### config.mk
export PLATFORM = sky130hd
export DESIGN_NAME = rs_pool
export DESIGN_NICKNAME = d
export VERILOG_FILES = /design/src/rtl/rs_pool_pkg.sv /design/src/rtl/rs_lowest.sv /design/src/rtl/rs_operand.sv /design/src/rtl/rs_entry.sv /design/src/rtl/rs_pool.sv
export SDC_FILE = /design/constraint.sdc
export NUM_CORES = 1
export LEC_CHECK = 0
export BUFFER_PORTS_ARGS = -buffer_cell sky130_fd_sc_hd__buf_2
export CAP_MARGIN = 40
export CORE_ASPECT_RATIO = 2
export CORE_MARGIN = 2
export CORE_UTILIZATION = 30
export DETAILED_ROUTE_END_ITERATION = 16
export PLACE_DENSITY = 0.52
export SLEW_MARGIN = 20
export SYNTH_ARGS = -nofsm -noshare
export SYNTH_HDL_FRONTEND = slang
export SYNTH_SLANG_ARGS = --single-unit
### constraint.sdc
create_clock -name clk -period 5.2 [get_ports clk]
set_clock_uncertainty 0.1 [all_clocks]
set_input_delay 0.52 -clock clk [delete_from_list [all_inputs] [get_ports clk]]
set_output_delay 0.52 -clock clk [all_outputs]
set_load 0.01 [all_outputs]
### src/rtl/rs_pool_pkg.sv
package rs_pool_pkg;
  localparam int RS_DEF_ENTRIES = 4;
  localparam int RS_DEF_OP_W    = 5;
  localparam int RS_DEF_TAG_W   = 4;
  localparam int RS_DEF_DATA_W  = 16;
  localparam int RS_NUM_SRC     = 2;

  typedef enum logic {
    SLOT_IDLE = 1'b0,
    SLOT_HELD = 1'b1
  } slot_st_e;
endpackage

### src/rtl/rs_lowest.sv
module rs_lowest #(
  parameter int N = 4,
  localparam int IW = (N > 1) ? $clog2(N) : 1
) (
  input  logic [N-1:0]  req,
  output logic [N-1:0]  gnt,
  output logic [IW-1:0] idx,
  output logic          any
);
  // lowest set bit isolated by two's complement
  assign gnt = req & (~req + N'(1));
  assign any = |req;

  always_comb begin
    idx = '0;
    for (int i = N - 1; i >= 0; i--) begin
      if (req[i]) idx = IW'(i);
    end
  end
endmodule

### src/rtl/rs_operand.sv
module rs_operand #(
  parameter int TAG_W  = 4,
  parameter int DATA_W = 16
) (
  input  logic              clk,
  input  logic              ld,
  input  logic [TAG_W-1:0]  ld_tag,
  input  logic [DATA_W-1:0] ld_data,
  input  logic              ld_ok,
  input  logic              watch,
  input  logic              bc_valid,
  input  logic [TAG_W-1:0]  bc_tag,
  input  logic [DATA_W-1:0] bc_data,
  output logic              ok,
  output logic [DATA_W-1:0] data
);
  logic [TAG_W-1:0]  tag_q;
  logic [DATA_W-1:0] data_q, data_n;
  logic              ok_q, ok_n;
  logic              hit_ld, hit_wait, en;

  assign hit_ld   = bc_valid && (bc_tag == ld_tag);
  assign hit_wait = bc_valid && (bc_tag == tag_q) && watch && !ok_q;
  assign en       = ld || hit_wait;

  always_comb begin
    if (ld) begin
      ok_n   = ld_ok || hit_ld;
      data_n = ld_ok ? ld_data : bc_data;
    end else begin
      ok_n   = 1'b1;
      data_n = bc_data;
    end
  end

  always_ff @(posedge clk) begin
    if (ld) tag_q <= ld_tag;
  end

  always_ff @(posedge clk) begin
    if (en) begin
      ok_q   <= ok_n;
      data_q <= data_n;
    end
  end

  assign ok   = ok_q;
  assign data = data_q;
endmodule

### src/rtl/rs_entry.sv
module rs_entry
  import rs_pool_pkg::*;
#(
  parameter int OP_W   = 5,
  parameter int TAG_W  = 4,
  parameter int DATA_W = 16
) (
  input  logic                                clk,
  input  logic                                rst_n,
  input  logic                                ld,
  input  logic                                clr,
  input  logic [OP_W-1:0]                     ld_op,
  input  logic [TAG_W-1:0]                    ld_dst,
  input  logic [RS_NUM_SRC-1:0][TAG_W-1:0]    ld_tag,
  input  logic [RS_NUM_SRC-1:0][DATA_W-1:0]   ld_data,
  input  logic [RS_NUM_SRC-1:0]               ld_ok,
  input  logic                                bc_valid,
  input  logic [TAG_W-1:0]                    bc_tag,
  input  logic [DATA_W-1:0]                   bc_data,
  output logic                                held,
  output logic                                rdy,
  output logic [OP_W-1:0]                     op,
  output logic [TAG_W-1:0]                    dst,
  output logic [RS_NUM_SRC-1:0][DATA_W-1:0]   src_data
);
  slot_st_e st_q, st_n;
  logic     st_en;
  logic [OP_W-1:0]       op_q;
  logic [TAG_W-1:0]      dst_q;
  logic [RS_NUM_SRC-1:0] src_ok;

  assign st_en = ld || clr;

  always_comb begin
    st_n = st_q;
    if (clr)     st_n = SLOT_IDLE;
    else if (ld) st_n = SLOT_HELD;
  end

  always_ff @(posedge clk or negedge rst_n) begin
    if (!rst_n)     st_q <= SLOT_IDLE;
    else if (st_en) st_q <= st_n;
  end

  always_ff @(posedge clk) begin
    if (ld) begin
      op_q  <= ld_op;
      dst_q <= ld_dst;
    end
  end

  for (genvar k = 0; k < RS_NUM_SRC; k++) begin : g_src
    rs_operand #(.TAG_W(TAG_W), .DATA_W(DATA_W)) u_opnd (
      .clk     (clk),
      .ld      (ld),
      .ld_tag  (ld_tag[k]),
      .ld_data (ld_data[k]),
      .ld_ok   (ld_ok[k]),
      .watch   (st_q == SLOT_HELD),
      .bc_valid(bc_valid),
      .bc_tag  (bc_tag),
      .bc_data (bc_data),
      .ok      (src_ok[k]),
      .data    (src_data[k])
    );
  end

  assign held = (st_q == SLOT_HELD);
  assign rdy  = held && (&src_ok);
  assign op   = op_q;
  assign dst  = dst_q;
endmodule

### src/rtl/rs_pool.sv
module rs_pool
  import rs_pool_pkg::*;
#(
  parameter int ENTRIES = RS_DEF_ENTRIES,
  parameter int OP_W    = RS_DEF_OP_W,
  parameter int TAG_W   = RS_DEF_TAG_W,
  parameter int DATA_W  = RS_DEF_DATA_W
) (
  input  logic              clk,
  input  logic              rst_n,
  input  logic              disp_valid,
  output logic              disp_ready,
  input  logic [OP_W-1:0]   disp_op,
  input  logic [TAG_W-1:0]  disp_dst,
  input  logic [TAG_W-1:0]  disp_s1_tag,
  input  logic [DATA_W-1:0] disp_s1_data,
  input  logic              disp_s1_ok,
  input  logic [TAG_W-1:0]  disp_s2_tag,
  input  logic [DATA_W-1:0] disp_s2_data,
  input  logic              disp_s2_ok,
  input  logic              bc_valid,
  input  logic [TAG_W-1:0]  bc_tag,
  input  logic [DATA_W-1:0] bc_data,
  output logic              iss_valid,
  input  logic              iss_ready,
  output logic [OP_W-1:0]   iss_op,
  output logic [TAG_W-1:0]  iss_dst,
  output logic [DATA_W-1:0] iss_s1_data,
  output logic [DATA_W-1:0] iss_s2_data
);
  localparam int IW = (ENTRIES > 1) ? $clog2(ENTRIES) : 1;

  logic [ENTRIES-1:0] busy_vec, rdy_vec, load_vec, clr_vec;
  logic [ENTRIES-1:0] iss_gnt, free_gnt;
  logic [IW-1:0]      iss_idx, free_idx;
  logic               iss_any, free_any, disp_fire, iss_fire;

  logic [OP_W-1:0]                           e_op  [ENTRIES];
  logic [TAG_W-1:0]                          e_dst [ENTRIES];
  logic [RS_NUM_SRC-1:0][DATA_W-1:0]         e_src [ENTRIES];

  logic [RS_NUM_SRC-1:0][TAG_W-1:0]  in_tag;
  logic [RS_NUM_SRC-1:0][DATA_W-1:0] in_data;
  logic [RS_NUM_SRC-1:0]             in_ok;

  assign in_tag  = {disp_s2_tag,  disp_s1_tag};
  assign in_data = {disp_s2_data, disp_s1_data};
  assign in_ok   = {disp_s2_ok,   disp_s1_ok};

  rs_lowest #(.N(ENTRIES)) u_free_pick (
    .req(~busy_vec), .gnt(free_gnt), .idx(free_idx), .any(free_any)
  );

  rs_lowest #(.N(ENTRIES)) u_iss_pick (
    .req(rdy_vec), .gnt(iss_gnt), .idx(iss_idx), .any(iss_any)
  );

  assign disp_ready = free_any;
  assign disp_fire  = disp_valid && free_any;
  assign iss_valid  = iss_any;
  assign iss_fire   = iss_any && iss_ready;
  assign load_vec   = free_gnt & {ENTRIES{disp_fire}};
  assign clr_vec    = iss_gnt  & {ENTRIES{iss_fire}};

  for (genvar e = 0; e < ENTRIES; e++) begin : g_slot
    rs_entry #(.OP_W(OP_W), .TAG_W(TAG_W), .DATA_W(DATA_W)) u_slot (
      .clk     (clk),
      .rst_n   (rst_n),
      .ld      (load_vec[e]),
      .clr     (clr_vec[e]),
      .ld_op   (disp_op),
      .ld_dst  (disp_dst),
      .ld_tag  (in_tag),
      .ld_data (in_data),
      .ld_ok   (in_ok),
      .bc_valid(bc_valid),
      .bc_tag  (bc_tag),
      .bc_data (bc_data),
      .held    (busy_vec[e]),
      .rdy     (rdy_vec[e]),
      .op      (e_op[e]),
      .dst     (e_dst[e]),
      .src_data(e_src[e])
    );
  end

  assign iss_op      = e_op[iss_idx];
  assign iss_dst     = e_dst[iss_idx];
  assign iss_s1_data = e_src[iss_idx][0];
  assign iss_s2_data = e_src[iss_idx][1];

  // free_idx kept for visibility in waveforms of higher levels
  logic unused_ok;
  assign unused_ok = ^free_idx;
endmodule

Yosys cells after proc, flatten, opt, wreduce, memory -nomap -nowiden:

Cells that the tools add are included.

* word-level logic and storage cells: 156
* input bits: 76
* bits in registers: 208
* output and inout port bits: 43

* magnitude comparators: 1
* add/sub/neg operators: 2
* multiplexer cells: 31
* reductions and logical operators: 68
* equality and inequality tests: 10
* bitwise operators: 8

Operators by type and width (number)
* two-way mux 16 bit: 10
* binary-select mux 32 bit (select 2 bit): 1
* two-way mux 32 bit: 2
* == test 4 bit: 10
* logical AND 1 bit: 32
* bitwise AND 4 bit: 4
* AND reduction 2 bit: 8
* logical OR 1 bit: 14
* NOT 4 bit: 3
* binary-select mux 5 bit (select 2 bit): 1
* two-way mux 5 bit: 2
* adder 4 x 1 -> 4 bit, second input constant: 2
* binary-select mux 4 bit (select 2 bit): 1
* zero test 1 bit: 8
* two-way mux 1 bit: 8
* two-way mux 2 bit: 4
* two-way mux 4 bit: 2
* nonzero test 2 bit: 4
* OR reduction 4 bit: 2
* greater-or-equal comparator 3 bit, second input constant: 1
* NOT 2 -> 3 bit: 1

Logic depth before layout (Yosys ltp):

* depth in word-level cells: 10
* mapped depth: 7
* gate-level depth less buffers: 4

Modules after synthesis:

From an unflattened synthesis, not the netlist that was laid out.

* cell total of the unflattened synthesis: 555
* area, all modules: 9948.3 µm²

Modules (own cells, without submodules)
* rs_operand: cells each 53, area each 934.6 µm², seq. area each 630.6 µm², times used 8
* rs_entry: cells each 12, area each 311.5 µm², seq. area each 295.3 µm², times used 4
* rs_pool: cells each 63, area each 1107.3 µm², seq. area each 0.0 µm², times used 1
* rs_lowest: cells each 10, area each 58.8 µm², seq. area each 0.0 µm², times used 2

Worst setup path before layout:

Ideal clock, no wire load.

* kind: input -> register
* start point: input bc_tag[0]
* end point: register g_slot[2].u_slot.g_src[0].u_opnd.data_q[0], enable pin
* path slack: 1852 ps
* arrival time: 2808 ps
* buffers on the path: 1
* data required time: 4660 ps
* setup time: 440 ps
* stages on the path: 4
* path through: buf_2 > xnor2_1 > nand3_1 > o41ai_1

* longest elaborated chain between the ends: 5

Ends and longest elaborated chain
* start, declared: RTL line rs_pool.sv:22 `input logic [TAG_W-1:0] bc_tag,`
* == test 4 bit: RTL line rs_operand.sv:23 `assign hit_wait = bc_valid && (bc_tag == tag_q) && watch && !ok_q;`
* logical AND 1 bit (3 in series): RTL line rs_operand.sv:23
* logical OR 1 bit: RTL line rs_operand.sv:24 `assign en = ld || hit_wait;`
* net g_slot[2].u_slot.g_src[0].u_opnd.en: RTL line rs_operand.sv:20 `logic hit_ld, hit_wait, en;`
* end signal, assigned: RTL line rs_operand.sv:43 `data_q <= data_n;`
* end, declared: RTL line rs_operand.sv:18 `logic [DATA_W-1:0] data_q, data_n;`

The timed path passes the listed nets, and every way through them passes these cells.
A chain may end at the register's enable or synchronous reset.

Worst setup path after layout:

* start point: register g_slot[0].u_slot.g_src[0].u_opnd.ok_q
* end point: output iss_s1_data[0]

* longest elaborated chain between the ends: 7

Ends and longest elaborated chain
* start, declared: RTL line rs_operand.sv:19 `logic ok_q, ok_n;`
* start signal, assigned: RTL line rs_operand.sv:42 `ok_q <= ok_n;`
* AND reduction 2 bit: RTL line rs_entry.sv:69 `assign rdy = held && (&src_ok);`
* logical AND 1 bit: RTL line rs_entry.sv:69
* two-way mux 2 bit: RTL line rs_lowest.sv:17 `if (req[i]) idx = IW'(i);`
* NOT 2 -> 3 bit (not written as such): RTL line rs_pool.sv:89 `assign iss_s1_data = e_src[iss_idx][0];`
* binary-select mux 32 bit (select 2 bit): RTL line rs_pool.sv:89
* two-way mux 32 bit (2 in series)
* end, declared: RTL line rs_pool.sv:28 `output logic [DATA_W-1:0] iss_s1_data,`

Every way passes these cells. The select of a mux whose other input is x is not followed.

==> flow_metrics.py <==
metrics = {
    "worst_setup_path": {
        "crit_chain": "and3_1 > a211oi_4 > buf_6 > buf_4 > mux2i_1 > mux2i_1 > buf_2",
        "crit_type": "flip-flop to output port",
        "crit_top_cell": "mux2i_1",
        "cp-start-kind": "flip-flop",
        "crit_buf_inv": 3,
        "critPathArrivalTime_ns": 2.70,
        "crit_path_max_incr_delay_ns": 0.43,
        "cp_top_family": "buffers and inverters",
        "cp.required_ns": 4.58,
        "cp-end-kind": "output port",
        "cp_slowest_cell": "edfxtp_1",
        "crit_path_max_fanout": 24,
    },
    "placed_design": {
        "dpl_cell_area_sq_mm": 0.0111,
        "gp_congestion": 0.759,
        "hpwlAfterDp_mm": 19.2,
        "portBuffers": 118,
    },
    "clock_tree": {
        "cts-root-buf": "clkbuf_16",
        "clk_path_buf_depth": 3,
        "htreeDepth": 1,
        "clock-sinks": 208,
        "path_clk_slew_ns": 0.07,
        "cts_tree": "done",
        "cts_buffers": 20,
        "insertion_delay_ns": 0.51,
    },
    "power_and_ir_drop": {
        "p_switching_mw": 1.39,
        "swShare_pct": 28.8,
        "p_seq_share_pct": 43.4,
        "clkPwrFrac_pct": 31.9,
        "p_leak_nw": 4.36,
        "intPower_mw": 3.44,
        "combPwrFrac_pct": 24.7,
        "max-vdd-ir-drop_mv": 0.348,
        "pwr_density_cell_mw_per_mm2": 408,
    },
    "die": {
        "die_area_sq_mm": 0.0348,
        "initial_utilization_pct": 30.4,
        "fp.dieW_microns": 133,
        "chipHeight_microns": 262,
        "ios": 119,
        "fp.coreArea_sq_mm": 0.0328,
        "core.rowCount": 94,
    },
    "timing": {
        "setup_tns_ns": 0,
        "finalCriticalPeriod_ns": 3.32,
        "finalSetupViolCount": 0,
        "clock.fmax_mhz": 301,
        "rsz0062_at_grt": "no",
        "worst_pin_slew_ns": 0.636,
        "holdWs_ns": 0.120,
        "slew_viol_final": 0,
        "finalHoldViolCount": 0,
        "period_share_pct": 63.8,
        "relSlewSlack_pct": 57.1,
    },
    "job": {
        "drv_cap": 0,
    },
    "yosys": {
        "ys_seq_area_share_pct": 62.4,
        "synth-edff-count": 204,
        "syn_nets": 674,
        "async_flop_share_pct": 1.92,
        "ys_types": 37,
        "syn_area_sq_mm": 0.00998,
        "ys_ff_latch": 208,
        "ys_warn_count": 0,
        "syn_inst": 598,
        "synth_ff_type": "edfxtp_1",
        "syn_avg_cell_area_sq_um": 16.7,
    },
    "global_routing": {
        "grt_max_degree": 25,
        "grt_pass1_vias": 6119,
        "overflow": 0,
        "grt_pass1_wl_mm": 38.9,
        "antenna_found_initial": 2,
        "grt.total_usage_pct": 15.2,
    },
    "routing": {
        "wirelength_mm": 26.3,
        "vias": 5507,
        "ant_nets": 0,
        "via_per_inst": 4.66,
        "drtIter0Drc": 184,
        "wl_met1_mm": 9.01,
        "first_pass_iters": 5,
        "met2WireLength_mm": 15.6,
        "wire_per_inst_microns": 22.3,
        "wl_met3_microns": 931,
        "drc_errors": 0,
        "top_layer_used": "met5",
    },
    "layout": {
        "drive_gt1_share_pct": 38.1,
        "antenna_cells": 0,
        "final_area_sq_mm": 0.0119,
        "syn2layout_area_growth_pct": 18.8,
        "nNetsFinal": 812,
    },
    "outcome": {
        "outcome": "finished clean",
    },
    "min_path": {
        "min-delay-path-class": "primary input to flip-flop",
    },
}
layout by cell type, fill, tap and decap left out, drive strengths merged, types with 4 or more instances in the layout:
cell type	instances
mux2	128
nor3	10
clkbuf	23
xor2	17
edfxtp	204
a41o	5
xnor2	23
mux2i	123
buf	146
clkinv	9
nor2	5
nand3	6
dfrtp	4
nand2	20
flip-flops by register name (all words and copies together) (netlist names):
name	count
g_slot.u_slot.held	4
g_slot.u_slot.g_src.u_opnd.ok	8
g_slot.u_slot.g_src.u_opnd.data	128
g_slot.u_slot.g_src.u_opnd.tag_q	32
g_slot.u_slot.dst	16
g_slot.u_slot.op	20
layer usage:
| layer | GRT usage [%] | vias up |
|---|---|---|
| met1 | 14.5 | 2753 |
| met4 | 5.88 | 2 |
| met3 | 2.10 | 41 |
| met2 | 31.9 | 119 |
| met5 | 0 | - |
| li1 | - | 2592 |
stage by stage:
step | util [%] | power [mW] | instances | setup slack (ns)
detailed placement | 33.9 | 3.35 | 1143 | 2.02
global route | 36.1 | 5.03 | 1182 | 1.75
global placement | 33.3 | 3.30 | 1131 | 2.07
finish | 36.1 | 4.83 | 1182 | 1.88
floorplan | - | 2.93 | 598 | 1.85
CTS | 36.0 | 4.90 | 1180 | 1.46
Yosys cell counts (2+ instances only):
library cell | instances | share of area [%]
xnor2_1 | 23 | 2.0
mux2_1 | 30 | 3.4
buf_6 | 2 | 0.23
edfxtp_1 | 204 | 61
bufbuf_8 | 2 | 0.38
buf_2 | 12 | 0.60
nor2_1 | 4 | 0.15
o41ai_1 | 2 | 0.18
buf_12 | 7 | 1.4
xor2_1 | 17 | 1.5
o21ai_0 | 2 | 0.10
a21o_1 | 2 | 0.15
and2_1 | 2 | 0.13
nand2_2 | 2 | 0.13
mux2i_1 | 123 | 12
buf_4 | 6 | 0.45
nand4_1 | 2 | 0.13
dfrtp_1 | 4 | 1.0
a31oi_1 | 3 | 0.19
mux2_2 | 98 | 11
a41o_1 | 5 | 0.50
nand3_1 | 5 | 0.25
and3_1 | 2 | 0.13
nand2_1 | 18 | 0.68
nor3_1 | 9 | 0.45
path summary, 6_finish.rpt:
kind / startpoint / end / slack (ns) / depth (start not counted)
min in group asynchronous: rst_n / g_slot[2].u_slot.held / 0.24 / 2
setup reg to reg: g_slot[1].u_slot.held / g_slot[3].u_slot.g_src[0].u_opnd.data[12] / 2.53 / 6
hold reg to reg: g_slot[2].u_slot.held / g_slot[2].u_slot.held / 0.51 / 1
max in group asynchronous: rst_n / g_slot[0].u_slot.held / 4.63 / 2
hold / removal: disp_dst[0] / g_slot[1].u_slot.dst[0] / 0.12 / 1
setup / recovery: g_slot[0].u_slot.g_src[0].u_opnd.ok / iss_s1_data[0] / 1.88 / 7
power groups by stage:
stage	sequential, mW	clock, mW	combinational (mW)
floorplan	2.11	0	0.816
global placement	2.14	0	1.16
detailed placement	2.14	0	1.21
CTS	2.10	1.59	1.21
global route	2.11	1.63	1.29
finish	2.10	1.54	1.19
cell families (layout without fill, tap and decap cells):
logic type | count (synthesis) | in the layout | share of synthesized area [%]
DFF | 208 | 208 | 62.4
and+or+nand+nor | 50 | 50 | 2.71
buffers and inverters | 32 | 184 | 3.18
muxes | 251 | 251 | 26.8
xor gates and xnor gates | 40 | 40 | 3.51
AOI/OAI and AO/OA | 17 | 17 | 1.44
final cells by class:
class                           instances  area, sq um
Clock buffer                           23          533
Clock inverter                         13          141
Fill cell                            3155        21000
Inverter                                1         3.75
Multi-Input combinational cell        358         3460
Sequential cell                       208         6230
Tap cell                              432          541
Timing Repair Buffer                  147          946
what timing repair did:
| action | 4_1_cts | 5_1_grt |
|---|---|---|
| hold buffers | 1 | 0 |
| gates resized for setup | 0 | 0 |
| endpoints found under the hold margin | 4 | 0 |
| setup endpoints to repair | 0 | 0 |
| setup buffers | 0 | 0 |
No activity file was read; power rests on OpenSTA's default activity.
